===== src/rtl/flip_pkg.sv =====
package flip_pkg;

  localparam int RND_W = 32;

  typedef enum logic [2:0] {
    ST_IDLE,
    ST_PICK,
    ST_WAIT,
    ST_RD_REQ,
    ST_RD_CAP,
    ST_FLIP,
    ST_WR,
    ST_REPORT
  } inj_state_t;

  // Fibonacci shift-left step, taps at bits 31, 21, 1, 0
  function automatic logic [RND_W-1:0] rnd_advance(input logic [RND_W-1:0] s);
    return {s[RND_W-2:0], s[31] ^ s[21] ^ s[1] ^ s[0]};
  endfunction

endpackage


===== src/rtl/flip_lfsr.sv =====
module flip_lfsr
  import flip_pkg::*;
(
  input  logic             clk,
  input  logic             rst_n,
  input  logic             load,
  input  logic [RND_W-1:0] seed,
  input  logic             step,
  output logic [RND_W-1:0] state
);

  logic [RND_W-1:0] q, q_n;

  always_comb begin
    q_n = q;
    if (load)      q_n = (seed == '0) ? RND_W'(1) : seed;
    else if (step) q_n = rnd_advance(q);
  end

  always_ff @(posedge clk or negedge rst_n) begin
    if (!rst_n)            q <= RND_W'(1);
    else if (load || step) q <= q_n;
  end

  assign state = q;

endmodule


===== src/rtl/flip_frame_buf.sv =====
module flip_frame_buf #(
  parameter int WORDS = 3,
  parameter int IDX_W = 2
) (
  input  logic             clk,
  input  logic             wr_en,
  input  logic [IDX_W-1:0] wr_idx,
  input  logic [31:0]      wr_data,
  input  logic             flip_en,
  input  logic [IDX_W-1:0] flip_word,
  input  logic [4:0]       flip_pos,
  input  logic [IDX_W-1:0] rd_idx,
  output logic [31:0]      rd_data
);

  logic [31:0] word_q [WORDS];

  for (genvar gi = 0; gi < WORDS; gi++) begin : g_word
    logic        we_l, fe_l;
    logic [31:0] d_l;
    assign we_l = wr_en && (wr_idx == IDX_W'(gi));
    assign fe_l = flip_en && (flip_word == IDX_W'(gi));
    assign d_l  = we_l ? wr_data : (word_q[gi] ^ (32'h1 << flip_pos));
    always_ff @(posedge clk) begin
      if (we_l || fe_l) word_q[gi] <= d_l;
    end
  end

  always_comb begin
    rd_data = word_q[0];
    for (int i = 0; i < WORDS; i++)
      if (rd_idx == IDX_W'(i)) rd_data = word_q[i];
  end

endmodule


===== src/rtl/flip_ctrl.sv =====
module flip_ctrl
  import flip_pkg::*;
#(
  parameter int FRAME_COUNT = 6,
  parameter int FRAME_WORDS = 3,
  parameter int CNT_W       = 8,
  parameter int FRAME_AW    = 3,
  parameter int WORD_AW     = 2,
  parameter int BIT_W       = 7
) (
  input  logic                clk,
  input  logic                rst_n,
  input  logic                start,
  input  logic [CNT_W-1:0]    inj_count,
  input  logic [RND_W-1:0]    rnd,
  output logic                rnd_step,
  input  logic                port_grant,
  output logic                port_req,
  output logic                cfg_en,
  output logic                cfg_we,
  output logic [WORD_AW-1:0]  wcnt,
  output logic                buf_wr,
  output logic                flip_en,
  output logic                rep_valid,
  output logic [FRAME_AW-1:0] sel_frame,
  output logic [BIT_W-1:0]    sel_bit,
  output logic                done
);

  localparam int FRAME_BITS = FRAME_WORDS * 32;
  localparam logic [WORD_AW-1:0] LAST_W = WORD_AW'(FRAME_WORDS - 1);

  inj_state_t          st_q, st_n;
  logic [WORD_AW-1:0]  wcnt_q, wcnt_n;
  logic [CNT_W-1:0]    rem_q, rem_n;
  logic [FRAME_AW-1:0] frm_q, frm_n;
  logic [BIT_W-1:0]    bit_q, bit_n;
  logic                done_q, done_n;
  logic [15:0]         frm_mod, bit_mod;

  assign frm_mod = 16'(rnd[15:0]  % 16'(FRAME_COUNT));
  assign bit_mod = 16'(rnd[31:16] % 16'(FRAME_BITS));

  always_comb begin
    st_n     = st_q;
    wcnt_n   = wcnt_q;
    rem_n    = rem_q;
    frm_n    = frm_q;
    bit_n    = bit_q;
    done_n   = done_q;
    rnd_step = 1'b0;
    buf_wr   = 1'b0;
    flip_en  = 1'b0;
    unique case (st_q)
      ST_IDLE: if (start) begin
        rem_n  = inj_count;
        done_n = (inj_count == '0);
        if (inj_count != '0) st_n = ST_PICK;
      end
      ST_PICK: begin
        rnd_step = 1'b1;
        st_n     = ST_WAIT;
      end
      ST_WAIT: begin
        frm_n = frm_mod[FRAME_AW-1:0];
        bit_n = bit_mod[BIT_W-1:0];
        if (port_grant) begin
          wcnt_n = '0;
          st_n   = ST_RD_REQ;
        end
      end
      ST_RD_REQ: if (port_grant) st_n = ST_RD_CAP;
      ST_RD_CAP: begin
        buf_wr = 1'b1;
        if (wcnt_q == LAST_W) st_n = ST_FLIP;
        else begin
          wcnt_n = wcnt_q + 1'b1;
          st_n   = ST_RD_REQ;
        end
      end
      ST_FLIP: begin
        flip_en = 1'b1;
        wcnt_n  = '0;
        st_n    = ST_WR;
      end
      ST_WR: if (port_grant) begin
        if (wcnt_q == LAST_W) st_n = ST_REPORT;
        else wcnt_n = wcnt_q + 1'b1;
      end
      ST_REPORT: begin
        rem_n = rem_q - 1'b1;
        if (rem_q == CNT_W'(1)) begin
          done_n = 1'b1;
          st_n   = ST_IDLE;
        end else begin
          st_n = ST_PICK;
        end
      end
      default: st_n = ST_IDLE;
    endcase
  end

  always_ff @(posedge clk or negedge rst_n) begin
    if (!rst_n) begin
      st_q   <= ST_IDLE;
      wcnt_q <= '0;
      rem_q  <= '0;
      frm_q  <= '0;
      bit_q  <= '0;
      done_q <= 1'b0;
    end else begin
      st_q   <= st_n;
      wcnt_q <= wcnt_n;
      rem_q  <= rem_n;
      frm_q  <= frm_n;
      bit_q  <= bit_n;
      done_q <= done_n;
    end
  end

  assign port_req  = (st_q == ST_WAIT) || (st_q == ST_RD_REQ) || (st_q == ST_RD_CAP) ||
                     (st_q == ST_FLIP) || (st_q == ST_WR);
  assign cfg_en    = port_grant && ((st_q == ST_RD_REQ) || (st_q == ST_WR));
  assign cfg_we    = (st_q == ST_WR);
  assign rep_valid = (st_q == ST_REPORT);
  assign wcnt      = wcnt_q;
  assign sel_frame = frm_q;
  assign sel_bit   = bit_q;
  assign done      = done_q;

endmodule


===== src/rtl/cfg_flip_injector.sv =====
module cfg_flip_injector
  import flip_pkg::*;
#(
  parameter int FRAME_COUNT = 6,
  parameter int FRAME_WORDS = 3,
  parameter int CNT_W       = 8,
  localparam int FRAME_AW   = (FRAME_COUNT > 1) ? $clog2(FRAME_COUNT) : 1,
  localparam int WORD_AW    = (FRAME_WORDS > 1) ? $clog2(FRAME_WORDS) : 1,
  localparam int BIT_W      = WORD_AW + 5
) (
  input  logic                clk,
  input  logic                rst_n,
  input  logic                seed_load,
  input  logic [31:0]         seed_val,
  input  logic                start,
  input  logic [CNT_W-1:0]    inj_count,
  output logic                done,
  output logic                port_req,
  input  logic                port_grant,
  output logic                cfg_en,
  output logic                cfg_we,
  output logic [FRAME_AW-1:0] cfg_frame,
  output logic [WORD_AW-1:0]  cfg_word,
  output logic [31:0]         cfg_wdata,
  input  logic [31:0]         cfg_rdata,
  output logic                rep_valid,
  output logic [FRAME_AW-1:0] rep_frame,
  output logic [BIT_W-1:0]    rep_bit
);

  logic [RND_W-1:0]    rnd;
  logic                rnd_step, buf_wr, flip_en;
  logic [WORD_AW-1:0]  wcnt;
  logic [FRAME_AW-1:0] sel_frame;
  logic [BIT_W-1:0]    sel_bit;

  flip_lfsr rnd_i (
    .clk   (clk),
    .rst_n (rst_n),
    .load  (seed_load),
    .seed  (seed_val),
    .step  (rnd_step),
    .state (rnd)
  );

  flip_ctrl #(
    .FRAME_COUNT (FRAME_COUNT),
    .FRAME_WORDS (FRAME_WORDS),
    .CNT_W       (CNT_W),
    .FRAME_AW    (FRAME_AW),
    .WORD_AW     (WORD_AW),
    .BIT_W       (BIT_W)
  ) ctrl_i (
    .clk        (clk),
    .rst_n      (rst_n),
    .start      (start),
    .inj_count  (inj_count),
    .rnd        (rnd),
    .rnd_step   (rnd_step),
    .port_grant (port_grant),
    .port_req   (port_req),
    .cfg_en     (cfg_en),
    .cfg_we     (cfg_we),
    .wcnt       (wcnt),
    .buf_wr     (buf_wr),
    .flip_en    (flip_en),
    .rep_valid  (rep_valid),
    .sel_frame  (sel_frame),
    .sel_bit    (sel_bit),
    .done       (done)
  );

  flip_frame_buf #(
    .WORDS (FRAME_WORDS),
    .IDX_W (WORD_AW)
  ) buf_i (
    .clk       (clk),
    .wr_en     (buf_wr),
    .wr_idx    (wcnt),
    .wr_data   (cfg_rdata),
    .flip_en   (flip_en),
    .flip_word (sel_bit[BIT_W-1:5]),
    .flip_pos  (sel_bit[4:0]),
    .rd_idx    (wcnt),
    .rd_data   (cfg_wdata)
  );

  assign cfg_frame = sel_frame;
  assign cfg_word  = wcnt;
  assign rep_frame = sel_frame;
  assign rep_bit   = sel_bit;

endmodule


===== config.mk =====
export PLATFORM = sky130hd
export DESIGN_NAME = cfg_flip_injector
export DESIGN_NICKNAME = d
export VERILOG_FILES = /design/src/rtl/flip_pkg.sv /design/src/rtl/flip_lfsr.sv /design/src/rtl/flip_frame_buf.sv /design/src/rtl/flip_ctrl.sv /design/src/rtl/cfg_flip_injector.sv
export SDC_FILE = /design/constraint.sdc
export NUM_CORES = 1
export LEC_CHECK = 0
export BUFFER_PORTS_ARGS = -buffer_cell sky130_fd_sc_hd__buf_2
export CORE_MARGIN = 4
export CORE_UTILIZATION = 59
export CTS_BUF_LIST = sky130_fd_sc_hd__clkbuf_8 sky130_fd_sc_hd__clkbuf_16
export DETAILED_ROUTE_END_ITERATION = 16
export MAX_ROUTING_LAYER = met4
export PLACE_DENSITY = 0.81
export SYNTH_ARGS = -nofsm -noshare
export SYNTH_HDL_FRONTEND = slang
export SYNTH_SLANG_ARGS = --single-unit

===== constraint.sdc =====
create_clock -name clk -period 4.2 [get_ports clk]
set_input_delay 0 -clock clk [delete_from_list [all_inputs] [get_ports clk]]
set_output_delay 0 -clock clk [all_outputs]
set_load 0.005 [all_outputs]

==> reports/metrics.cfg, run 1 <==
[global_routing]
grt_first_pass_wirelength_mm = 42.1
antenna_found_initial = 0
first_global_vias = 8506
gr-total-overflow = 0
grt_max_degree = 69
grt.total_usage = 0.272

[logic_synthesis]
synth_cells = 1103
synth_area_sq_um = 10000
synth_edf_count = 96
synth_top_area_frac = 0.287
ys_seq_area_frac = 0.427
syn_area_per_cell_sq_um = 9.10
synth_ff_type = edfxtp_1
yosys.area.top_type = edfxtp_1
ys_types = 84
yosysWarnings = 0
synth_seq_cells = 152
synthArstFlopShare = 0.368
yosys-top-cells-area = edfxtp_1, dfrtp_1, o21ai_0, nand2_1, xnor2_1
syn_nets = 1188

[timing]
holdWs_ns = 0.0566
finalCritPeriodShare = 0.898
finalSetupTns_ns = 0
finalCriticalPeriod_ns = 3.77
slew-limit-headroom = 0.274
hold_viol_final = 0
rsz0062_at_grt = false
clock.fmax_mhz = 265
skew_ns = 0.0142
final_max_slew_viol_count = 0
finalWorstSetupSlack_ns = 0.429
setup_viol = 0
tightest_slew_ns = 1.09

[worst_setup_path]
cp_num_buf_inv = 0
r2r_start = rnd_i.state[12]
worst_r2r_path_depth = 11
r2r_end = ctrl_i.sel_frame[1]
critPathCaptureType = register
cp.required_ns = 4.52
crit_start = rnd_i.state[12]
slowest_stage = or4_4
startpoint_type = register
r2r_setup_slack_ns = 0.43
crit_chain = and3b_1 > or3_4 > a32oi_4 > nand2_4 > or3_4 > a41oi_4 > and2_1 > o2111ai_1 > or4_4 > a21bo_1 > o22a_1
crit_family = simple AND/OR/NAND/NOR gates
crit_fanout = 13
cpMostUsedCell = or3_4
path_class = reg2reg
slowest_delay_ns = 0.56
worstPathArrival_ns = 4.09

[cts]
cts_root_buffer = clkbuf_16
clock_latency_ns = 0.43
cts_hold_buf = 74
post_cts_buffers = 0
clock_sinks = 152
clockBufferDepth = 2
h-tree-depth = 4
cts_tree = done
clk_pin_slew_worst_paths_ns = 0.06
cts_resized = 0
numCtsBuffers = 17

[floorplan]
die-width_microns = 138
die_h_microns = 138
core_area_sq_um = 16600
row_count = 47
die-area_sq_um = 19200
io_pins = 129
initial_utilization = 0.603

[placed_design]
gp_congestion = 0.893
portBuffers = 128
dp_slack_ns = 0.453
hpwl_mm = 16.2
placed_area_sq_um = 10700

[worst_hold_path]
holdPathEnd = ctrl_i.st_q[1]
min_path_cells = 3
hold_path_class = in2reg
worstHoldStart = port_grant

[cells_and_area]
n_antenna_cell = 0
areaGrowthSynthToFinish_pct = 20.1
design_area_sq_um = 12000
drive_gt1_frac = 0.165
final_nets = 1337
nFillCells = 1183

[detailed_routing]
wl_mm = 25.7
vias = 8750
dr.pass1.iters = 5
wire_per_inst_microns = 17.3
drtIter0Drc = 739
postRouteAntennaNets = 0
route.detailed.drc = 0
via_per_inst = 5.89

[pwr]
leakagePower_uw = 0.00426
ir_drop_v = 0.000423
power_density_nw_per_um2 = 567
p_total_uw = 6830

[flow_run]
drv_cap = 0

[status]
status = finished, final reports clean

## state kept, by name (all words and copies together) (netlist names)
name              flops
ctrl_i.done           1
ctrl_i.st_q           3
buf_i.word_q         96
ctrl_i.sel_frame      3
ctrl_i.wcnt           2
rnd_i.state          32
ctrl_i.sel_bit        7
ctrl_i.rem_q          8
## per-stage QoR
| stage | instances | utilization |
|---|---|---|
| floorplan | 1103 | - |
| global placement | 1379 | 0.644 |
| detailed placement | 1379 | 0.644 |
| CTS | 1485 | 0.724 |
| global route | 1485 | 0.724 |
| finish | 1485 | 0.724 |
## cell usage after synthesis, types with 10 or more instances
library cell,instances
nand2_1,199
o21ai_0,176
edfxtp_1,96
xnor2_1,71
clkbuf_1,59
mux2i_1,59
nor2_1,56
dfrtp_1,55
xor2_1,40
a21oi_1,30
inv_1,15
nand3_1,15
nand3b_1,15
nor3_1,15
nand2b_1,13
nor4_1,12
nor2b_1,11
nor3b_1,10
## cell families (layout without fill, tap and decap cells)
kind of cell    after synthesis  in the layout  share of synthesized area
xor+xnor                    111            111                     0.0969
flops                       152            152                      0.427
mux                          69             69                     0.0712
compound gates              274            274                      0.166
buf+inv                      95            257                     0.0390
simple gates                394            394                      0.190
fa+ha+maj                     8              8                    0.00998
## worst min-delay path: cells and delay by family
| kind | cells | cell delay (ns) |
|---|---|---|
| buffers and inverters | 1 | 0.12 |
| AO/OA/AOI/OAI | 2 | 0.32 |
## layout make-up
| class | instances | area, sq um | share of cell area |
|---|---|---|---|
| tap | 220 | 275 | 0.0229 |
| sequential | 152 | 4290 | 0.356 |
| inverter | 17 | 66.3 | 0.00551 |
| clock buffer | 17 | 425 | 0.0353 |
| timing repair buffer | 208 | 1430 | 0.118 |
| clock inverter | 15 | 165 | 0.0137 |
| multi-input combinational | 856 | 5400 | 0.448 |
## layer usage
metal	up-vias	routed length, microns	track usage
met5	-	0	-
met4	0	758	0.0915
met3	64	1840	0.0487
met2	366	12200	0.423
met1	4085	10900	0.363
li1	4235	-	-
## worst max-delay path by stage
stage / endpoint / cells after the start
after global placement: ctrl_i.sel_frame[1] / 11
final: ctrl_i.sel_frame[1] / 11
after floorplan: ctrl_i.sel_frame[1] / 11
after detailed placement: ctrl_i.sel_frame[1] / 11
after global routing: ctrl_i.sel_frame[1] / 11
after CTS: ctrl_i.sel_frame[1] / 11
## placed cells by master (no fill, tap or decap), drive strengths merged, types with 8 or more instances in the layout
cell type,count
nand2b,13
nor3b,10
nand3b,15
buf,134
nor4,12
a21oi,31
inv,25
xor2,40
nor3,15
o211ai,9
nor2b,11
clkbuf,17
o21ai,177
dlygate4sd3,74
edfxtp,96
dfrtp,55
nand3,15
xnor2,71
mux2,9
ha,8
nor2,56
nand2,201
mux2i,59
## power breakdown
part | internal, uW | switching [uW]
logic | 1300 | 1580
clock network | 889 | 658
registers | 1930 | 469
total | 4120 | 2710
(Power assumes the default switching activity.)
==> run 2, diff against run 1 <==
clock period = 4.14 ns   (was 4.2 ns; I/O delays follow)
==> run 2 against run 1 <==
  * Flip-flop and latch count unchanged
  * Critical endpoint unchanged
  * Power up 1.5%
  * Maximum frequency about the same
  * Setup slack worse by 0.063 ns
  * Hold slack worse by 0.0025 ns
  * Die area unchanged
  * Clock power about the same
  * Via count up 0.63%
  * Cell area about the same
  * Sequential share of layout area about the same
==> reports/metrics.cfg, run 2 (same netlist as run 1, synthesis figures left out) <==
[cells_and_area]
final_util = 0.723  ; about the same
mostFrequentLayoutCells = nand2_1, o21ai_0, buf_2
seq_area_sq_um = 4290  ; unchanged
drive_gt1_frac = 0.167  ; +0.00211
nFillCells = 1231  ; +4.1%
top_register = buf_i.word_q
multi_input_area_sq_um = 5400  ; unchanged
design_area_sq_um = 12000  ; about the same
areaGrowthSynthToFinish_pct = 20.0  ; about the same
final_common_cell = nand2_1
largest_reg_flops = 96  ; unchanged
final_nets = 1339  ; +0.15%

[worst_hold_path]
min_path_cells = 4  ; +1
hold_path_class = in2reg
holdPathEnd = ctrl_i.wcnt[0]
worstHoldStart = port_grant

[pwr]
ir_drop_v = 0.000513  ; +21%
leakagePower_uw = 0.00425  ; -0.16%
p_switching_uw = 2790  ; +3.3%
power_density_nw_per_um2 = 576  ; +1.6%
p_total_uw = 6930  ; +1.5%
pwr-share-seq = 0.353  ; about the same
pwr-share-comb = 0.428  ; +0.006
p_int_uw = 4140  ; +0.38%
pwr-share-clk = 0.219  ; -0.007
sw_frac_of_total = 0.403  ; +0.00678

[floorplan]
io_pins = 129  ; unchanged
die_h_microns = 138  ; unchanged
die-width_microns = 138  ; unchanged
die-area_sq_um = 19200  ; unchanged
row_count = 47  ; unchanged
initial_utilization = 0.603  ; unchanged
core_area_sq_um = 16600  ; unchanged

[cts]
numCtsBuffers = 17  ; unchanged
clock_latency_ns = 0.43  ; about the same
post_cts_buffers = 0  ; unchanged
clk_pin_slew_worst_paths_ns = 0.07  ; about the same
clock_sinks = 152  ; unchanged
clockBufferDepth = 2  ; unchanged
h-tree-depth = 4  ; unchanged
cts_root_buffer = clkbuf_16
cts_resized = 0  ; unchanged
cts_tree = done

[placed_design]
dp_slack_ns = 0.387  ; -0.0662 ns
hpwl_mm = 16.8  ; +3.3%
portBuffers = 128  ; unchanged
placed_area_sq_um = 10700  ; +0.21%
gp_congestion = 0.883  ; -1.1%

[worst_setup_path]
critPathCaptureType = register
cp.required_ns = 4.46  ; -0.06 ns
slowest_delay_ns = 0.55  ; about the same
worstPathArrival_ns = 4.09  ; about the same
path_class = reg2reg
r2r_end = ctrl_i.sel_frame[1]
worst_r2r_path_depth = 11  ; unchanged
startpoint_type = register
slowest_stage = or4_4
r2r_setup_slack_ns = 0.37  ; -0.06 ns
crit_fanout = 13  ; unchanged
cpMostUsedCell = or3_4
crit_chain = and3b_1 > or3_4 > a32oi_4 > nand2_4 > or3_4 > a41oi_4 > and2_1 > o2111ai_1 > or4_4 > a21bo_1 > o22a_1
r2r_start = rnd_i.state[15]

[global_routing]
gr-total-overflow = 0  ; unchanged
first_global_vias = 8764  ; +3.0%
grt_max_degree = 68  ; -1.4%
grt.total_usage = 0.279  ; +0.00763
antenna_found_initial = 1  ; +1
grt_first_pass_wirelength_mm = 43.2  ; +2.5%

[detailed_routing]
vias = 8805  ; +0.63%
wl_mm = 26.3  ; +2.6%
wire_per_inst_microns = 17.7  ; +2.3%
route.detailed.drc = 0  ; unchanged
dr.pass1.iters = 7  ; +2
postRouteAntennaNets = 0  ; unchanged
drtIter0Drc = 773  ; +4.6%
via_per_inst = 5.91  ; +0.36%

[timing]
slew-limit-headroom = 0.269  ; -0.00571
finalCritPeriodShare = 0.912  ; +0.0139
final_max_slew_viol_count = 0  ; unchanged
finalWorstSetupSlack_ns = 0.366  ; -0.0635 ns
clock.fmax_mhz = 265  ; about the same
finalCriticalPeriod_ns = 3.77  ; +0.00349 ns
hold_viol_final = 0  ; unchanged
skew_ns = 0.00943  ; -0.00481 ns
tightest_slew_ns = 1.10  ; +0.00856 ns
rsz0062_at_grt = false
finalSetupTns_ns = 0  ; unchanged
setup_viol = 0  ; unchanged

[status]
status = finished, final reports clean

[flow_run]
drv_cap = 0  ; unchanged

[run 2: cell count changes in the layout (fill, tap and decap cells not counted)]
cell           change
inv_6              +1
inv_1              -2
clkinvlp_4         -1
dlygate4sd3_1      -1
clkinv_1           +2
clkinv_4           +1
clkinv_2           +1
inv_8              -1
diode_2            +2
bufinv_16          -1
buf_4              +3
[run 2: how the worst max path moves through the flow]
stage	from	slack, ns	cells after the start	to
2_1_floorplan	rnd_i.state[13]	0.81	11	ctrl_i.sel_frame[1]
3_3_place_gp	rnd_i.state[12]	0.46	11	ctrl_i.sel_frame[1]
3_5_place_dp	rnd_i.state[12]	0.39	11	ctrl_i.sel_frame[1]
4_1_cts	rnd_i.state[12]	0.36	11	ctrl_i.sel_frame[1]
5_1_grt	rnd_i.state[12]	0.15	11	ctrl_i.sel_frame[1]
6_report	rnd_i.state[15]	0.37	11	ctrl_i.sel_frame[1]
[run 2: per-stage QoR]
| stage | std cells | hold slack (ns) |
|---|---|---|
| global route | 1488 | 0.0822 |
| detailed placement | 1382 | 0.186 |
| finish | 1489 | 0.0541 |
| global placement | 1382 | 0.180 |
| CTS | 1487 | 0.0465 |
| floorplan | 1103 | -0.296 |
[run 2: metal layers]
metal  wire length [microns]  GRT usage
met5                       0          -
met4                     687     0.0910
met3                    1830     0.0439
met2                   12800      0.451
met1                   11000      0.364
[run 2: cell type report]
cell class	count	share of cell area
repair buffers	210	0.120
well taps	220	0.0229
inverters	17	0.00551
multi-input cells	856	0.449
diodes	2	0.000416
clock buffers	17	0.0353
flip-flops and latches	152	0.356
clock inverters	15	0.0115
[run 2: power groups by stage]
stage | clock, uW | combinational (uW) | sequential [uW]
finish | 1520 | 2970 | 2440
detailed placement | 0 | 2860 | 2460
global route | 1610 | 3260 | 2500
CTS | 1520 | 2940 | 2430
global placement | 0 | 2790 | 2440
floorplan | 0 | 2360 | 2170
[run 2: critical path: cells and delay by family, from the launching register on]
kind	cells	cell delay (ns)
flip-flops	1	0.53
AND/OR/NAND/NOR	6	1.94
AO/OA/AOI/OAI	5	1.18
[run 2: repair_timing]
action | 4_1_cts | 5_1_grt
setup endpoints to repair | 0 | 0
endpoints found under the hold margin | 192 | 0
hold buffers | 73 | 0
